===== src/rtl/mbm_pkg.sv =====
package mbm_pkg;

    localparam int BUS_W  = 32;
    localparam int SIZE_W = 2;
    localparam int PA_W   = 4;

    typedef enum logic [2:0] {
        ST_IDLE = 3'd0,
        ST_ADDR = 3'd1,
        ST_DATA = 3'd2,
        ST_HOLD = 3'd3,
        ST_HALT = 3'd4
    } mbm_state_e;

    typedef enum logic [1:0] {
        PW_8   = 2'b00,
        PW_16  = 2'b01,
        PW_32  = 2'b10,
        PW_32X = 2'b11
    } port_w_e;

endpackage


===== src/rtl/mbm_lane_fmt.sv =====
module mbm_lane_fmt #(
    parameter int BUS_W = 32
) (
    input  logic [1:0]       pw_i,
    input  logic [BUS_W-1:0] word_i,
    output logic [BUS_W-1:0] word_o
);
    localparam int LANES = BUS_W / 8;

    logic [LANES-1:0] lane_on;

    // lanes carried by each port width, lowest lanes first
    always_comb begin
        unique case (pw_i)
            mbm_pkg::PW_8:  lane_on = LANES'(1);
            mbm_pkg::PW_16: lane_on = LANES'(3);
            default:        lane_on = '1;
        endcase
    end

    for (genvar k = 0; k < LANES; k++) begin : g_lane
        assign word_o[k*8 +: 8] = lane_on[k] ? word_i[k*8 +: 8] : 8'h00;
    end

endmodule


===== src/rtl/mbm_part_addr.sv =====
module mbm_part_addr #(
    parameter int PA_W = 4
) (
    input  logic [1:0]      req_pw_i,
    input  logic [PA_W-1:0] req_start_i,
    input  logic [1:0]      cur_pw_i,
    input  logic [PA_W-1:0] cur_i,
    output logic [PA_W-1:0] init_o,
    output logic [PA_W-1:0] next_o
);
    logic [PA_W-1:0] align_mask;
    logic [PA_W-1:0] step;

    always_comb begin
        unique case (req_pw_i)
            mbm_pkg::PW_8:  align_mask = '1;
            mbm_pkg::PW_16: align_mask = ~PA_W'(1);
            default:        align_mask = ~PA_W'(3);
        endcase
    end

    always_comb begin
        unique case (cur_pw_i)
            mbm_pkg::PW_8:  step = PA_W'(1);
            mbm_pkg::PW_16: step = PA_W'(2);
            default:        step = PA_W'(4);
        endcase
    end

    assign init_o = req_start_i & align_mask;
    assign next_o = cur_i + step;

endmodule


===== src/rtl/mbm_park.sv =====
module mbm_park #(
    parameter int BUS_W  = 32,
    parameter int SIZE_W = 2
) (
    input  logic              last_wr_i,
    input  logic [BUS_W-1:4]  last_addr_i,
    input  logic [BUS_W-1:2]  last_data_i,
    input  logic [3:2]        last_pa_i,
    input  logic [SIZE_W-1:0] last_size_i,
    output logic [BUS_W-1:0]  park_o
);
    always_comb begin
        if (last_wr_i) begin
            park_o = {last_data_i, last_size_i};
        end else begin
            park_o = {last_addr_i, last_pa_i, last_size_i};
        end
    end

endmodule


===== src/rtl/mux_burst_master.sv =====
module mux_burst_master #(
    parameter int BUS_W  = mbm_pkg::BUS_W,
    parameter int SIZE_W = mbm_pkg::SIZE_W,
    parameter int PA_W   = mbm_pkg::PA_W
) (
    input  logic                              clk_i,
    input  logic                              rst_ni,
    input  logic                              req_valid_i,
    input  logic                              req_write_i,
    input  logic [BUS_W-1:0]                  req_addr_i,
    input  logic [SIZE_W-1:0]                 req_size_i,
    input  logic [1:0]                        req_port_i,
    input  logic [(1<<SIZE_W)*BUS_W-1:0]      req_wdata_i,
    input  logic                              hold_req_i,
    input  logic                              halt_i,
    input  logic                              rdy_i,
    input  logic [BUS_W-1:0]                  ad_i,
    output logic [BUS_W-1:0]                  ad_o,
    output logic                              ad_oe_o,
    output logic                              ctl_oe_o,
    output logic                              ads_no,
    output logic                              ale_o,
    output logic                              ale_no,
    output logic [PA_W-1:0]                   pa_o,
    output logic                              hold_ack_o,
    output logic                              done_o,
    output logic                              rd_valid_o,
    output logic [BUS_W-1:0]                  rd_data_o,
    output logic [SIZE_W-1:0]                 rd_idx_o
);
    import mbm_pkg::*;

    localparam int BEATS = 1 << SIZE_W;
    localparam int WD_W  = BEATS * BUS_W;

    typedef struct packed {
        mbm_state_e         state;
        logic               wr;
        logic [SIZE_W-1:0]  size;
        logic [1:0]         pw;
        logic [BUS_W-1:2]   addr;
        logic [WD_W-1:0]    wdata;
        logic [SIZE_W-1:0]  beat;
        logic [PA_W-1:0]    pa;
        logic               done;
        logic               rd_valid;
        logic [BUS_W-1:0]   rd_data;
        logic [SIZE_W-1:0]  rd_idx;
        logic               last_wr;
        logic [BUS_W-1:4]   last_addr;
        logic [BUS_W-1:2]   last_data;
        logic [3:2]         last_pa;
        logic [SIZE_W-1:0]  last_size;
    } mbm_regs_t;

    mbm_regs_t q, d;

    logic [BUS_W-1:0] cur_word;
    logic [BUS_W-1:0] wr_fmt;
    logic [BUS_W-1:0] rd_fmt;
    logic [BUS_W-1:0] park_val;
    logic [PA_W-1:0]  pa_init;
    logic [PA_W-1:0]  pa_next;

    assign cur_word = q.wdata[q.beat*BUS_W +: BUS_W];

    mbm_lane_fmt #(.BUS_W(BUS_W)) u_wr_fmt (
        .pw_i   (q.pw),
        .word_i (cur_word),
        .word_o (wr_fmt)
    );

    mbm_lane_fmt #(.BUS_W(BUS_W)) u_rd_fmt (
        .pw_i   (q.pw),
        .word_i (ad_i),
        .word_o (rd_fmt)
    );

    mbm_part_addr #(.PA_W(PA_W)) u_pa (
        .req_pw_i    (req_port_i),
        .req_start_i (req_addr_i[PA_W-1:0]),
        .cur_pw_i    (q.pw),
        .cur_i       (q.pa),
        .init_o      (pa_init),
        .next_o      (pa_next)
    );

    mbm_park #(.BUS_W(BUS_W), .SIZE_W(SIZE_W)) u_park (
        .last_wr_i   (q.last_wr),
        .last_addr_i (q.last_addr),
        .last_data_i (q.last_data),
        .last_pa_i   (q.last_pa),
        .last_size_i (q.last_size),
        .park_o      (park_val)
    );

    // next-state computation
    always_comb begin
        d          = q;
        d.done     = 1'b0;
        d.rd_valid = 1'b0;
        unique case (q.state)
            ST_IDLE: begin
                if (hold_req_i) begin
                    d.state = ST_HOLD;
                end else if (halt_i) begin
                    d.state = ST_HALT;
                end else if (req_valid_i) begin
                    d.state = ST_ADDR;
                    d.wr    = req_write_i;
                    d.size  = req_size_i;
                    d.pw    = req_port_i;
                    d.addr  = req_addr_i[BUS_W-1:2];
                    d.wdata = req_wdata_i;
                    d.beat  = '0;
                    d.pa    = pa_init;
                end
            end
            ST_ADDR: begin
                d.state = ST_DATA;
            end
            ST_DATA: begin
                if (rdy_i) begin
                    d.pa   = pa_next;
                    d.beat = q.beat + 1'b1;
                    if (!q.wr) begin
                        d.rd_valid = 1'b1;
                        d.rd_data  = rd_fmt;
                        d.rd_idx   = q.beat;
                    end
                    if (q.beat == q.size) begin
                        d.state     = ST_IDLE;
                        d.done      = 1'b1;
                        d.last_wr   = q.wr;
                        d.last_addr = q.addr[BUS_W-1:4];
                        d.last_data = wr_fmt[BUS_W-1:2];
                        d.last_pa   = q.pa[3:2];
                        d.last_size = q.size;
                    end
                end
            end
            ST_HOLD: begin
                if (!hold_req_i) begin
                    d.state = ST_IDLE;
                end
            end
            ST_HALT: begin
                if (!halt_i) begin
                    d.state = ST_IDLE;
                end
            end
            default: begin
                d.state = ST_IDLE;
            end
        endcase
    end

    always_ff @(posedge clk_i) begin
        if (!rst_ni) begin
            q <= '0;
        end else begin
            q <= d;
        end
    end

    // pin decode from registered state
    always_comb begin
        ad_o    = '0;
        ad_oe_o = 1'b1;
        unique case (q.state)
            ST_ADDR: ad_o = {q.addr, q.size};
            ST_DATA: begin
                ad_oe_o = q.wr;
                ad_o    = q.wr ? wr_fmt : '0;
            end
            ST_HOLD: ad_oe_o = 1'b0;
            ST_HALT: ad_o = park_val;
            default: ad_o = '0;
        endcase
    end

    assign ctl_oe_o   = (q.state != ST_HOLD);
    assign ale_o      = (q.state == ST_ADDR);
    assign ale_no     = ~ale_o;
    assign ads_no     = ~(q.state == ST_ADDR);
    assign pa_o       = q.pa;
    assign hold_ack_o = (q.state == ST_HOLD);
    assign done_o     = q.done;
    assign rd_valid_o = q.rd_valid;
    assign rd_data_o  = q.rd_data;
    assign rd_idx_o   = q.rd_idx;

endmodule


===== config.mk =====
export PLATFORM = sky130hd
export DESIGN_NAME = mux_burst_master
export DESIGN_NICKNAME = d
export VERILOG_FILES = /design/src/rtl/mbm_pkg.sv /design/src/rtl/mbm_lane_fmt.sv /design/src/rtl/mbm_part_addr.sv /design/src/rtl/mbm_park.sv /design/src/rtl/mux_burst_master.sv
export SDC_FILE = /design/constraint.sdc
export NUM_CORES = 1
export LEC_CHECK = 0
export BUFFER_PORTS_ARGS = -buffer_cell sky130_fd_sc_hd__buf_2
export CAP_MARGIN = 20
export CELL_PAD_IN_SITES_DETAIL_PLACEMENT = 1
export CELL_PAD_IN_SITES_GLOBAL_PLACEMENT = 2
export CORE_UTILIZATION = 33
export DETAILED_ROUTE_END_ITERATION = 8
export GPL_TIMING_DRIVEN = 0
export PLACE_DENSITY = 0.84
export SLEW_MARGIN = 20
export SYNTH_ARGS = -nofsm -noshare
export SYNTH_HDL_FRONTEND = slang
export SYNTH_HIERARCHICAL = 1
export SYNTH_SLANG_ARGS = --single-unit

===== constraint.sdc =====
create_clock -name clk_i -period 2.05 [get_ports clk_i]
set_input_delay 0.1025 -clock clk_i [delete_from_list [all_inputs] [get_ports clk_i]]
set_output_delay 0.1025 -clock clk_i [all_outputs]
set_load 0.02 [all_outputs]

---- Word level (Yosys, flattened, before mapping) ----
Cells that the tools add are included.
word-level totals
  bits in registers ....................... 271
  latch bits .............................. 0
  memory bits (writable) .................. 0
  bits in read-only memories .............. 0
  input bits .............................. 203
  output and inout bits ................... 78
  memories kept ........................... 0
cells by class
  add/subtract/negate cells ............... 2
  multipliers ............................. 0
  divide/modulo/power cells ............... 0
  order comparisons ....................... 0
  equality and inequality tests ........... 16
  shift operators ......................... 1
  multiplexer cells ....................... 30
  bitwise gates (word level) .............. 5
  reductions and logical operators ........ 10
operators with widths
  operator            count
  $mux 172            1
  $shiftx 128x8->32   1
  $mux 105            1
  $pmux 32 s3         1
  $mux 32             2
  $mux 8              8
  $mux 63             1
  $mux 35             1
  $mux 3              6
  $pmux 3 s5          1
  $ne 2x2->1 const B  7
  $mux 6              2
  $pmux 6 s2          1
  $reduce_and 5->1    2
  $reduce_and 3->1    3
  $pmux 4 s2          1
  $eq 3x2->1 const B  2
  $pmux 3 s2          1
  $add 4x3->4         1
  $and 4x4->4         1
  $eq 2x1->1 const B  2
  $logic_not 2->1     2
  $ne 4x4->1 const B  1
  $not 1->1           4
  other kinds (11)    11

---- Longest topological paths before layout ----
Gate-level depths: netlist of the first run.
  word-level depth ........................ 7
  gate-level depth with buffers ........... 7
  depth with buffers taken out ............ 7

---- Cells and area by module ----
The synthesis of the first run kept the hierarchy.
by module, submodules not included
  module            times used  cells an instance  area an instance (sq um)  sequential area each (sq um)
  mux_burst_master  1           1,425              12,279.3                  5,425.2
  mbm_lane_fmt      2           35                 251.5                     0.0
  mbm_park          1           35                 499.2                     0.0
  mbm_part_addr     1           15                 133.9                     0.0

---- Least setup slack after synthesis of the first run ----
No wires, ideal clock.
  path kind ............................... register -> register
  start ................................... reg q[264] in the netlist's numbering
  end ..................................... reg q (netlist bit pa_o[3])
  data arrival time ....................... 1.745 ns
  setup slack ............................. 0.209 ns
  cell stages (with the launch flop) ...... 8
  buffers on the path ..................... 0
  path through ............................ dfxtp_1 -> nor2b_1 -> ha_1 -> a21o_1 -> a21oi_2 -> xnor2_1 -> a32oi_1 -> a221oi_1
between the ends
  cells in the longest elaborated chain, start to end .. 5
  elaborated cells between the ends (all ways) .. 6
ends and longest elaborated chain
  element                                        RTL line                 source
  from (decl)                                    mux_burst_master.sv:56   mbm_regs_t q, d;
  from (signal assigned)                         mux_burst_master.sv:160  q <= '0;
  from (signal assigned)                         mux_burst_master.sv:162  q <= d;
  $eq 2x1->1 or $logic_not 2->1 (tied branches)  mbm_part_addr.sv:23      unique case (cur_pw_i)
  $pmux 3 s2 *                                   mbm_part_addr.sv:23
  $add 4x3->4 *                                  mbm_part_addr.sv:31      assign next_o = cur_i + step;
  named net pa_next[3]                           mux_burst_master.sv:63   logic [PA_W-1:0] pa_next;
  $mux 105 *                                     mux_burst_master.sv:123  if (rdy_i) begin
  $pmux 6 s2 *                                   mux_burst_master.sv:102  unique case (q.state)
Mark *: on every way through the listed nets, which the timed path passes. The rest lies on a longest branch. The select of a mux whose other input is x is not followed.
A chain may end at the register's enable or synchronous reset.

---- Final worst setup path of the first run ----
  start ................................... reg q[103] in the netlist's numbering
  end ..................................... out ad_o[13]
between the ends
  cells in the longest elaborated chain, start to end .. 4
ends and longest elaborated chain
  element                 RTL line                 source
  $shiftx 128x8->32       mux_burst_master.sv:65   assign cur_word = q.wdata[q.beat*BUS_W +: BUS_W];
  named net cur_word[13]  mux_burst_master.sv:58   logic [BUS_W-1:0] cur_word;
  $mux 8                  mbm_lane_fmt.sv:22       assign word_o[k*8 +: 8] = lane_on[k] ? word_i[k*8 +: 8] : 8'h00;
  named net wr_fmt[13]    mux_burst_master.sv:59   logic [BUS_W-1:0] wr_fmt;
  $mux 32                 mux_burst_master.sv:174  ad_o = q.wr ? wr_fmt : '0;
  $pmux 32 s3             mux_burst_master.sv:170  unique case (q.state)
  to (decl)               mux_burst_master.sv:18   output logic [BUS_W-1:0] ad_o,
The timed path passes the listed nets, and every way through them passes these cells.

==> results of run 1 <==
timing repair:
item / in CTS / in global routing
endpoints found under the hold margin: 191 / 0
gates cloned: 1 / 2
setup buffers: 9 / 5
endpoints found under the setup margin: 43 / 36
pin swaps: 5 / 13
hold buffers: 191 / 0
resized for setup: 124 / 64
worst paths after layout:
kind | cells past startpoint | endpoint | from | slack, ns
setup / recovery | 7 | ad_o[13] | q[103] | -0.32
hold / removal | 4 | rd_data_o[20] | ad_i[20] | 0.01
setup reg to reg | 7 | q[163] | q[268] | 0.09
hold reg to reg | 2 | q[43] | q[43] | 0.46
flip-flops by register name, summed over array words and instances (netlist names):
register / flops
q: 231
rd_data_o: 32
pa_o: 4
rd_idx_o: 2
done_o: 1
rd_valid_o: 1
metal layers:
metal  track usage (%)  vias to the layer above
li1                  -                     6443
met1              33.3                     6654
met2              45.1                      427
met3              3.55                       97
met4              9.75                        2
met5                 0                        -
stage by stage:
stage                     setup WS (ns)  util, %  total power [W]  setup TNS, ns  instance area [sq um]
after detailed placement         -0.306     38.7          0.00752          -3.44                  15400
after CTS                        -0.381     47.4           0.0140          -9.23                  18900
after global placement           -0.221     38.7          0.00747          -2.55                  15400
final                            -0.320     48.0           0.0140          -7.76                  19200
after global routing             -0.365     48.0           0.0145          -9.07                  19100
after floorplan                   0.209        -          0.00674              0                  13400
worst reg2reg max path, cell delays in order (launching register included):
cell and delay, ns:
dfxtp_2 0.35, buf_6 0.14, buf_4 0.13, nor3_2 0.21, buf_2 0.43, buf_2 0.30, nand3_1 0.16, a21oi_1 0.17
report_power, final:
group          internal, W  total, W  switching, W
combinational     0.000950   0.00234       0.00139
sequential         0.00540   0.00550      0.000106
clock              0.00375   0.00615       0.00241
cells by family (layout without fill, tap and decap cells):
kind of cell | after synthesis | after routing | share of synthesized area (%)
xor gates and xnor gates | 4 | 4 | 0.261
and+or+nand+nor | 448 | 448 | 15.7
other | 0 | 2 | 0
buffers and inverters | 229 | 759 | 10.8
AOI/OAI and AO/OA | 464 | 464 | 19.0
DFF | 271 | 271 | 40.4
muxes | 125 | 125 | 13.4
adders and majority gates | 4 | 4 | 0.429
area by class of cell:
type                       count  area share, %
multi-input combinational   1045           35.3
sequential                   271           28.4
timing repair buffer         480           19.1
buffer                       217           7.70
clock buffer                  45           5.13
tap                          525           3.43
clock inverter                11          0.823
inverter                       6          0.124
antenna                        2         0.0261
cells in the final DEF, fill, tap and decap left out, types with 8 or more instances in the layout:
master         count
buf_2            285
dfxtp_1          267
a21oi_1          201
nand3_1          199
dlygate4sd3_1    191
o21ai_1          180
nand2_1          142
buf_4             74
buf_6             64
mux2i_1           63
clkbuf_1          55
nand2_2           38
clkbuf_16         36
a32oi_1           34
mux4_2            32
mux2_4            30
o21ai_0           20
and2_4            18
o21a_1            17
and2_1            14
buf_1             10
clkbuf_8           9
nand2_4            8
==> metrics, run 1 <==
status finished, violations left; failing checks setup timing; number of synthesized flops with an enable pin 0; Slew HR 20.6%; RSZ-0062 raised after global routing true; Core ar. 39900 sq um; Post-synth top cells dfxtp_1 (271), a21oi_1 (201), nand3_1 (199); post-route insts no fill 2602; worst setup path category reg -> out; crit path DAT 2.27 ns; Fin. Hold Viols 0; register area share after synthesis 40.4%; post-synth top area cell dfxtp_1; DP HPWL 38400 um; hold_ws 0.0136 ns; crit start category flip-flop; routed length per instance 21.4 um; DRC errors left 0; synth unique cells 46; fin worst setup slack -0.320 ns; max incr delay on CP 0.53 ns; CTS H-tree depth 2; DR vias 13600; RD Place Congestion 0.849; CTS tree built; Layout area overhead 42.8%; worst hold path class in -> reg; Metal-1 WL 23900 um; Worst-Skew Late Latency 0.54 ns; met2 WL post-DR 27200 um; Crit. End Element primary output; top sig layer met5; post-DR vias/cell 5.24; flops & latches, synth 271; WL final 55600 um; First-pass DRT Iterations 5; Async SR Flop Fraction 0%; DR WL met3 2690 um; top cells by area, synth dfxtp_1 (40%), a21oi_1 (7.5%), nand3_1 (7.4%); Routed Antenna Nets 0; Die Area 41500 sq um; Final Skew 0.0233 ns; worst-path fanout max 5; register area 5440 sq um; Required @ worst endpoint 1.95 ns; yosys warns 6; FP Rows 73; Max Buffers Root-to-Sink 3; Top FF cell, synth dfxtp_1; max-cap check violation count 0; Post-Syn Instances 1545; Max IR drop VDD 0.477 mV; setup violators final 32; Ports 281; Fillers 4707; Buf/Inv on CP 3; input/output buffers 272; Initial Util 33.6%; critical-path cell list clkbuf_16 > buf_16 > mux4_2 > o21a_1 > nand2_1 > nand2_2 > buf_6; Die X 204 um; NumNets Final 2262; worst slew pin tran 1.19 ns; Top delay family on crit path multiplexers; syn nets 1752; Syn Std Cell Area 13400 sq um; cell with the most instances after synthesis dfxtp_1; first-pass GRT wire length 82900 um; fin crit share 116%; number of global-route vias before repair 14200; largest net degree at the start of global routing 17; Pwr per Cell Area 731 nW/um^2; area of the multi-input gates 6750 sq um; Tmin final 2.37 ns; share of layout cells above drive strength 1 30.7%; Max Clock Freq 0.422 GHz; Reg clk slew, reported paths 0.06 ns; Die H 204 um; slowest stage cell, crit path mux4_2; Clock Tree Root clkbuf_16; Tot GR Track Use 26.2%; initial DRC count 831; initial antenna violation count 2; Placed Cells 2342; total clock buffers created by CTS 34; grt total ovfl 0; leakage power 7.45 nW; Synth top area share 40.4%; Pins Over Slew Limit 0; CTS Sinks 271; Mapped Avg Cell Area 8.68 sq um
Power figures use the tool's default switching activity.
==> run 2, diff against run 1 <==
--- a/config.mk
+++ b/config.mk
@@ -7,12 +7,10 @@
 export LEC_CHECK = 0
 export BUFFER_PORTS_ARGS = -buffer_cell sky130_fd_sc_hd__buf_2
 export CAP_MARGIN = 20
-export CELL_PAD_IN_SITES_DETAIL_PLACEMENT = 1
-export CELL_PAD_IN_SITES_GLOBAL_PLACEMENT = 2
-export CORE_UTILIZATION = 33
+export CORE_UTILIZATION = 40
 export DETAILED_ROUTE_END_ITERATION = 8
 export GPL_TIMING_DRIVEN = 0
-export PLACE_DENSITY = 0.84
+export PLACE_DENSITY = 0.64
 export SLEW_MARGIN = 20
 export SYNTH_ARGS = -nofsm -noshare
 export SYNTH_HDL_FRONTEND = slang
==> run 2 against run 1 <==
  * The flow still finishes with violations (setup timing)
  * Die area decreased by 17%
  * Via count is 1.3% higher
  * Core utilization increased by 11 points
  * Cell count shrank 2.7%
  * Total power is 0.98% lower
  * Setup slack gained 0.0072 ns
  * Combinational power barely moved
==> metrics, run 2 (same netlist as run 1, synthesis figures left out) <==
top sig layer met5 (unchanged); post-route insts no fill 2532 (was 2602); Max Clock Freq 0.423 GHz (was 0.422 GHz); CTS tree built (unchanged); CTS H-tree depth 1 (was 2); Biggest register q (unchanged); RD Place Congestion 0.900 (was 0.849); RSZ-0062 raised after global routing true (unchanged); Ports 281 (unchanged); Routed Antenna Nets 0 (unchanged); fin worst setup slack -0.313 ns (was -0.320 ns); DRC errors left 0 (unchanged); NumNets Final 2272 (was 2262); max-cap check violation count 0 (unchanged); first-pass GRT wire length 75800 um (was 82900 um); critical-path cell list buf_12 > buf_12 > mux4_2 > o21a_1 > nand2_1 > nand2_2 > buf_6 (was clkbuf_16 > buf_16 > mux4_2 > o21a_1 > nand2_1 > nand2_2 > buf_6); worst-path fanout max 7 (was 5); slowest stage cell, crit path mux4_2 (unchanged); Core Util, Final 58.5% (was 48.0%); Fillers 2848 (was 4707); Core ar. 32800 sq um (was 39900 sq um); Pins Over Slew Limit 0 (unchanged); Metal-1 WL 20900 um (was 23900 um); Pwr per Cell Area 722 nW/um^2 (was 731 nW/um^2); crit start category flip-flop (unchanged); FP Rows 66 (was 73); DR WL met3 3930 um (was 2690 um); Worst-Skew Late Latency 0.57 ns (was 0.54 ns); First-pass DRT Iterations 5 (unchanged); number of global-route vias before repair 13600 (was 14200); worst setup path category reg -> out (unchanged); most common cell after layout, fill and taps aside buf_2 (unchanged); Slew HR 31.7% (was 20.6%); worst slew pin tran 1.02 ns (was 1.19 ns); Reg clk slew, reported paths 0.06 ns (about the same); Tmin final 2.36 ns (was 2.37 ns); Crit path top cell by count buf_12; largest net degree at the start of global routing 17 (unchanged); hold wc startpoint rdy_i (was ad_i[20]); Fin. Hold Viols 0 (unchanged); Required @ worst endpoint 1.95 ns (about the same); Crit. End Element primary output (unchanged); input/output buffers 272 (unchanged); Final Skew 0.00888 ns (was 0.0233 ns); share of layout cells above drive strength 1 31.0% (was 30.7%); routed length per instance 20.0 um (was 21.4 um); initial DRC count 953 (was 831); register area 5440 sq um (about the same); CTS Sinks 271 (unchanged); grt total ovfl 0 (unchanged); setup violators final 32 (unchanged); Die X 185 um (was 204 um); fin crit share 115% (was 116%); Placed Cells 2259 (was 2342); Max Buffers Root-to-Sink 3 (unchanged); status finished, violations left (unchanged); reg2reg start q[270] (was q[268]); Setup TNS Final -7.92 ns (was -7.76 ns); total power 0.0139 W (was 0.0140 W); Layout area overhead 43.1% (was 42.8%); DP HPWL 34000 um (was 38400 um); DR vias 13800 (was 13600); Tot GR Track Use 28.9% (was 26.2%); Largest register FFs 231 (unchanged); crit path DAT 2.26 ns (was 2.27 ns); failing checks setup timing (unchanged); WL final 50600 um (was 55600 um); total clock buffers created by CTS 30 (was 34); Worst Setup SP q[103] (unchanged); post-DR vias/cell 5.45 (was 5.24); max incr delay on CP 0.54 ns (was 0.53 ns); leakage power 7.49 nW (was 7.45 nW); area of the multi-input gates 6760 sq um (was 6750 sq um); Die Area 34300 sq um (was 41500 sq um); met2 WL post-DR 23500 um (was 27200 um); Max IR drop VDD 0.613 mV (was 0.477 mV); Die H 185 um (was 204 um); worst hold path class in -> reg (unchanged); initial antenna violation count 2 (unchanged); Clock Tree Root clkbuf_16 (unchanged); most frequent cells in the layout buf_2 (284), dfxtp_1 (265), a21oi_1 (201) (was buf_2 (285), dfxtp_1 (267), a21oi_1 (201)); Initial Util 40.9% (was 33.6%)
-- run 2: changes by cell type in the layout (fill, tap and decap cells not counted), moves of 4 or more --
cell,change
clkinv_2,+5
clkbuf_8,-5
bufinv_16,+4
nand2_2,+4
dlygate4sd3_1,+8
-- run 2: report_power, final --
group	total, W	internal (W)	switching (W)
Combinational	0.00235	0.000987	0.00136
Clock	0.00602	0.00371	0.00231
Sequential	0.00550	0.00540	0.000101
Total	0.0139	0.0101	0.00377
-- run 2: worst max-delay path, delay by kind of cell, from the launching register on --
family                 cells  cell delay (ns)
AO/OA/AOI/OAI              1             0.16
buffers and inverters      3             0.46
flip-flops                 1             0.38
multiplexers               1             0.54
AND/OR/NAND/NOR            2             0.16
-- run 2: per-layer routing --
layer / vias up / GRT usage (%)
met1: 6538 / 37.6
met5: - / 0
met3: 151 / 5.07
met2: 626 / 46.5
met4: 2 / 13.5
li1: 6489 / -
-- run 2: path summary, 6_finish.rpt --
path	depth (start not counted)	slack [ns]	to
max reg2reg	7	0	q[267]
min	4	0.06	q[269]
max	7	-0.31	ad_o[9]
min reg2reg	2	0.46	q[18]
-- run 2: cell type report --
cell class	count	share of cell area (%)
multi-input combinational	1045	35.2
sequential	271	28.3
antenna	1	0.0130
buffer	214	7.74
clock inverter	19	1.46
clock buffer	37	4.26
timing repair buffer	497	19.9
inverter	6	0.124
tap	442	2.88
-- run 2: repair_timing --
action / 4_1_cts / 5_1_grt
gates cloned: 2 / 2
endpoints found under the setup margin: 39 / 38
pin swaps: 6 / 12
hold buffers: 199 / 0
resized for setup: 129 / 75
setup buffers: 11 / 12
endpoints found under the hold margin: 199 / 0
-- run 2: metrics by stage --
step | setup WS, ns | instance area (sq um) | hold WS [ns]
finish | -0.313 | 19200 | 0.0576
global route | -0.362 | 19200 | 0.0945
CTS | -0.349 | 18900 | 0.0458
detailed placement | -0.250 | 15300 | 0.366
global placement | -0.231 | 15300 | 0.359
floorplan | 0.209 | 13400 | 0.194
